==> config.mk <==
export PLATFORM = sky130hd
export DESIGN_NAME = dual_path_bus_driver
export DESIGN_NICKNAME = d
export VERILOG_FILES = /design/src/rtl/bdrv_pkg.sv /design/src/rtl/bdrv_capture_reg.sv /design/src/rtl/bdrv_path_mux.sv /design/src/rtl/bdrv_out_copies.sv /design/src/rtl/dual_path_bus_driver.sv
export SDC_FILE = /design/constraint.sdc
export NUM_CORES = 1
export LEC_CHECK = 0
export BUFFER_PORTS_ARGS = -buffer_cell sky130_fd_sc_hd__buf_4
export CORE_ASPECT_RATIO = 0.9
export CORE_MARGIN = 5
export CORE_UTILIZATION = 40
export CTS_BUF_LIST = sky130_fd_sc_hd__clkbuf_8
export DETAILED_ROUTE_END_ITERATION = 8
export PLACE_DENSITY = 0.81
export SYNTH_ARGS = -nofsm -noshare
export SYNTH_HDL_FRONTEND = slang
export SYNTH_SLANG_ARGS = --single-unit
==> constraint.sdc <==
create_clock -name clk -period 2.3 [get_ports clk]
set_input_delay 0.46 -clock clk [delete_from_list [all_inputs] [get_ports clk]]
set_output_delay 0.46 -clock clk [all_outputs]
set_load 0.01 [all_outputs]
==> src/rtl/bdrv_pkg.sv <==
package bdrv_pkg;
  localparam int unsigned BD_WIDTH  = 12;
  localparam int unsigned BD_GATED  = 8;
  localparam int unsigned BD_COPIES = 2;

  typedef enum logic {
    PATH_REG = 1'b0,
    PATH_BUF = 1'b1
  } path_sel_e;
endpackage

==> src/rtl/bdrv_capture_reg.sv <==
module bdrv_capture_reg #(
  parameter int unsigned WIDTH = 12,
  parameter int unsigned GATED = 8
) (
  input  logic             clk,
  input  logic             rst,
  input  logic             load_n,
  input  logic [WIDTH-1:0] d,
  output logic [WIDTH-1:0] q
);
  // Low GATED bits honour the load enable; the remaining bits load every edge.
  for (genvar i = 0; i < WIDTH; i++) begin : g_bit
    if (i < GATED) begin : g_gated
      always_ff @(posedge clk) begin
        if (rst)          q[i] <= 1'b0;
        else if (!load_n) q[i] <= d[i];
      end
    end else begin : g_free
      always_ff @(posedge clk) begin
        if (rst) q[i] <= 1'b0;
        else     q[i] <= d[i];
      end
    end
  end
endmodule

==> src/rtl/bdrv_path_mux.sv <==
module bdrv_path_mux
  import bdrv_pkg::*;
#(
  parameter int unsigned WIDTH = 12
) (
  input  path_sel_e        sel,
  input  logic [WIDTH-1:0] live,
  input  logic [WIDTH-1:0] held,
  output logic [WIDTH-1:0] y
);
  always_comb begin
    unique case (sel)
      PATH_BUF: y = live;
      default:  y = held;
    endcase
  end
endmodule

==> src/rtl/bdrv_out_copies.sv <==
module bdrv_out_copies #(
  parameter int unsigned WIDTH  = 12,
  parameter int unsigned COPIES = 2
) (
  input  logic                          oe_n,
  input  logic [WIDTH-1:0]              d,
  output logic [COPIES-1:0][WIDTH-1:0]  y,
  output logic [COPIES-1:0]             en
);
  for (genvar c = 0; c < COPIES; c++) begin : g_copy
    assign y[c]  = d;
    assign en[c] = ~oe_n;
  end
endmodule

==> src/rtl/dual_path_bus_driver.sv <==
module dual_path_bus_driver
  import bdrv_pkg::*;
#(
  parameter int unsigned WIDTH = BD_WIDTH,
  parameter int unsigned GATED = BD_GATED
) (
  input  logic             clk,
  input  logic             rst,
  input  logic [WIDTH-1:0] a_in,
  input  logic             clken_n,
  input  logic             mode_buf,
  input  logic             oe_n,
  output logic [WIDTH-1:0] y1_data,
  output logic             y1_en,
  output logic [WIDTH-1:0] y2_data,
  output logic             y2_en
);
  localparam int unsigned COPIES = BD_COPIES;

  logic [WIDTH-1:0]             cap_q;
  logic [WIDTH-1:0]             sel_y;
  logic [COPIES-1:0][WIDTH-1:0] cp_y;
  logic [COPIES-1:0]            cp_en;
  path_sel_e                    path;

  assign path = mode_buf ? PATH_BUF : PATH_REG;

  bdrv_capture_reg #(.WIDTH(WIDTH), .GATED(GATED)) u_cap (
    .clk(clk), .rst(rst), .load_n(clken_n), .d(a_in), .q(cap_q)
  );

  bdrv_path_mux #(.WIDTH(WIDTH)) u_mux (
    .sel(path), .live(a_in), .held(cap_q), .y(sel_y)
  );

  bdrv_out_copies #(.WIDTH(WIDTH), .COPIES(COPIES)) u_out (
    .oe_n(oe_n), .d(sel_y), .y(cp_y), .en(cp_en)
  );

  assign y1_data = cp_y[0];
  assign y1_en   = cp_en[0];
  assign y2_data = cp_y[1];
  assign y2_en   = cp_en[1];
endmodule

==> results.py <==
metrics = {
    "outcome": {
        "status": "finished, final reports clean",
    },
    "route": {
        "first_pass_iters": 2,
        "drc": 0,
        "wl_per_cell_microns": 12.1,
        "drt_wl_total_microns": 1380,
        "drt-initial-drc-count": 4,
        "ant_nets": 0,
        "vias": 491,
        "post_drt_via_cell_ratio": 4.31,
    },
    "critical_path": {
        "cp.arrival_ns": 1.19,
        "r2r_setup_slack_ns": 1.70,
        "cp.required_ns": 1.84,
        "critPathMaxFanout": 12,
        "critPathCaptureType": "primary output",
        "start_kind": "primary input",
        "critical_path_class": "primary input to primary output",
    },
    "power_and_ir_drop": {
        "clkPwrFrac": 0.330,
        "power_switching_mw": 0.139,
        "power.switching_fraction": 0.245,
        "p_int_mw": 0.428,
        "p_seq_frac": 0.398,
        "total_power_mw": 0.566,
        "ir_worst_vdd_mv": 0.402,
        "comb_power_share": 0.272,
        "p_per_area_mw_per_mm2": 604,
        "leakage_nw": 0.494,
    },
    "clock_tree": {
        "clk_pin_slew_ns": 0.05,
        "h-tree-depth": 1,
        "clkLatencyLatePin_ns": 0.23,
        "ctsResizeCount": 0,
        "tritoncts": "done",
        "cts_buffers": 3,
        "clkSinkCount": 12,
        "clock-root-buffer": "clkbuf_8",
        "postCtsHoldBufs": 0,
        "cts_buffer_depth": 2,
        "cts_setup_buffers": 0,
    },
    "global_routing": {
        "first_global_vias": 481,
        "grt_max_degree": 13,
        "grt.total_usage": 0.112,
        "antenna_found_initial": 0,
        "grt_overflow": 0,
        "grt_pass1_wl_microns": 2110,
    },
    "timing": {
        "max_freq_mhz": 605,
        "rsz0062_at_grt": "no",
        "setup_viol": 0,
        "fin_crit_ns": 1.65,
        "slew_headroom": 0.861,
        "worst_pin_slew_ns": 0.209,
        "slew_violations": 0,
        "finClkSkew_ns": 0,
        "fin_setup_tns_ns": 0,
        "min_period_over_period": 0.719,
        "holdWs_ns": 0.444,
        "hold_viol_final": 0,
    },
    "synth": {
        "syn_nets": 78,
        "synth.area.top_cells": "dfxtp_1, mux2_4, buf_4, mux2i_1, nor2_1",
        "yosysTopAreaCell": "dfxtp_1",
        "syn-mean-instance-area_sq_um": 11.0,
        "synth_fa_ha_area_frac": 0,
        "synth_top_family_by_area": "multiplexers",
        "synth_top_area_frac": 0.357,
        "synth-compound-area-share": 0,
        "yosysMostFrequentCell": "buf_4",
        "async_flop_share": 0,
        "ys_top_cells_by_count": "buf_4, dfxtp_1, mux2_4, mux2i_1, nor2_1",
        "synth_seq_area_share": 0.357,
        "synthCells": 61,
        "syn_area_sq_um": 673,
        "synth_mux_area_frac": 0.375,
        "synth_seq_cells": 12,
        "synth_flop_cell": "dfxtp_1",
        "yosysUniqueCellTypes": 10,
        "synth-edff-count": 0,
        "ys_warn_count": 0,
        "synth-simple-area-share": 0.0818,
        "synth_xor_area_frac": 0,
    },
    "floorplan": {
        "die_h_microns": 48.9,
        "io_pins": 43,
        "dieWidth_microns": 53.2,
        "core_sq_mm": 0.00163,
        "rows": 14,
        "die-area_sq_mm": 0.00260,
        "start_util": 0.413,
    },
    "cells_and_area": {
        "fillCellCount": 147,
        "largest_reg_flops": 12,
        "num_antenna_cells": 0,
        "nets": 109,
        "drive_gt1_frac": 0.633,
        "largest_register": "u_cap.q",
        "biggestRegsByFlops": "u_cap.q: 12 flops",
        "area_growth_syn_to_layout_pct": 39.4,
    },
    "flow_run": {
        "drv_cap": 0,
    },
    "placed_design": {
        "finalWeightedCongestion": 0.603,
        "dp.final_hpwl_microns": 1050,
        "port_buffers": 42,
    },
    "min_path": {
        "worstHoldPathType": "primary input to flip-flop",
    },
}
[stage by stage]
step                      std cells  cell area (sq um)  setup slack (ns)  utilization
after global routing            114                938             0.617        0.576
after global placement          111                897             0.645        0.551
after floorplan                  61                673             0.766            -
after CTS                       114                938             0.640        0.576
final                           114                938             0.646        0.576
after detailed placement        111                897             0.644        0.551
[power groups by stage]
stage / Sequential (mW) / Clock [mW] / Combinational (mW)
2_1_floorplan: 0.228 / 0 / 0.101
3_3_place_gp: 0.229 / 0 / 0.154
3_5_place_dp: 0.229 / 0 / 0.155
4_1_cts: 0.225 / 0.196 / 0.157
5_1_grt: 0.226 / 0.208 / 0.165
6_report: 0.225 / 0.187 / 0.154
[placed cells by master (no fill, tap or decap), drive strengths merged]
cell type,n
buf,42
inv,1
clkbuf,3
mux2,12
nor2,8
dfxtp,12
nor2b,4
mux2i,8
[final timing paths]
path                           start                 endpoint  cells after the start
max reg2reg  u_cap.q[3]$_SDFFE_PP0N_  u_cap.q[3]$_SDFFE_PP0N_                      2
min reg2reg  u_cap.q[7]$_SDFFE_PP0N_  u_cap.q[7]$_SDFFE_PP0N_                      2
max                         mode_buf               y2_data[7]                      3
min                         a_in[10]   u_cap.q[10]$_SDFF_PP0_                      2
[critical path, stage by stage]
cell and delay [ns]:
buf_4 0.21, mux2_2 0.37, buf_4 0.15
[layout make-up]
class	instances	area, sq um	share of cell area
flip-flops and latches	12	240	0.256
clock buffers	3	41.3	0.0440
repair buffers	42	315	0.336
inverters	1	3.75	0.00400
well taps	24	30.0	0.0320
multi-input cells	32	308	0.328
[routing by layer]
| metal | wire length, microns | vias to the layer above | GRT usage |
|---|---|---|---|
| met5 | 0 | - | 0 |
| met4 | 7 | 0 | 0.0766 |
| met3 | 135 | 2 | 0.0367 |
| met2 | 706 | 21 | 0.178 |
| met1 | 525 | 223 | 0.122 |
| li1 | - | 245 | - |
[kinds of logic after synthesis]
group | count (synthesis)
flops | 12
mux | 20
buf+inv | 17
simple gates | 12
Note: power is estimated with default switching activity, not from simulation.
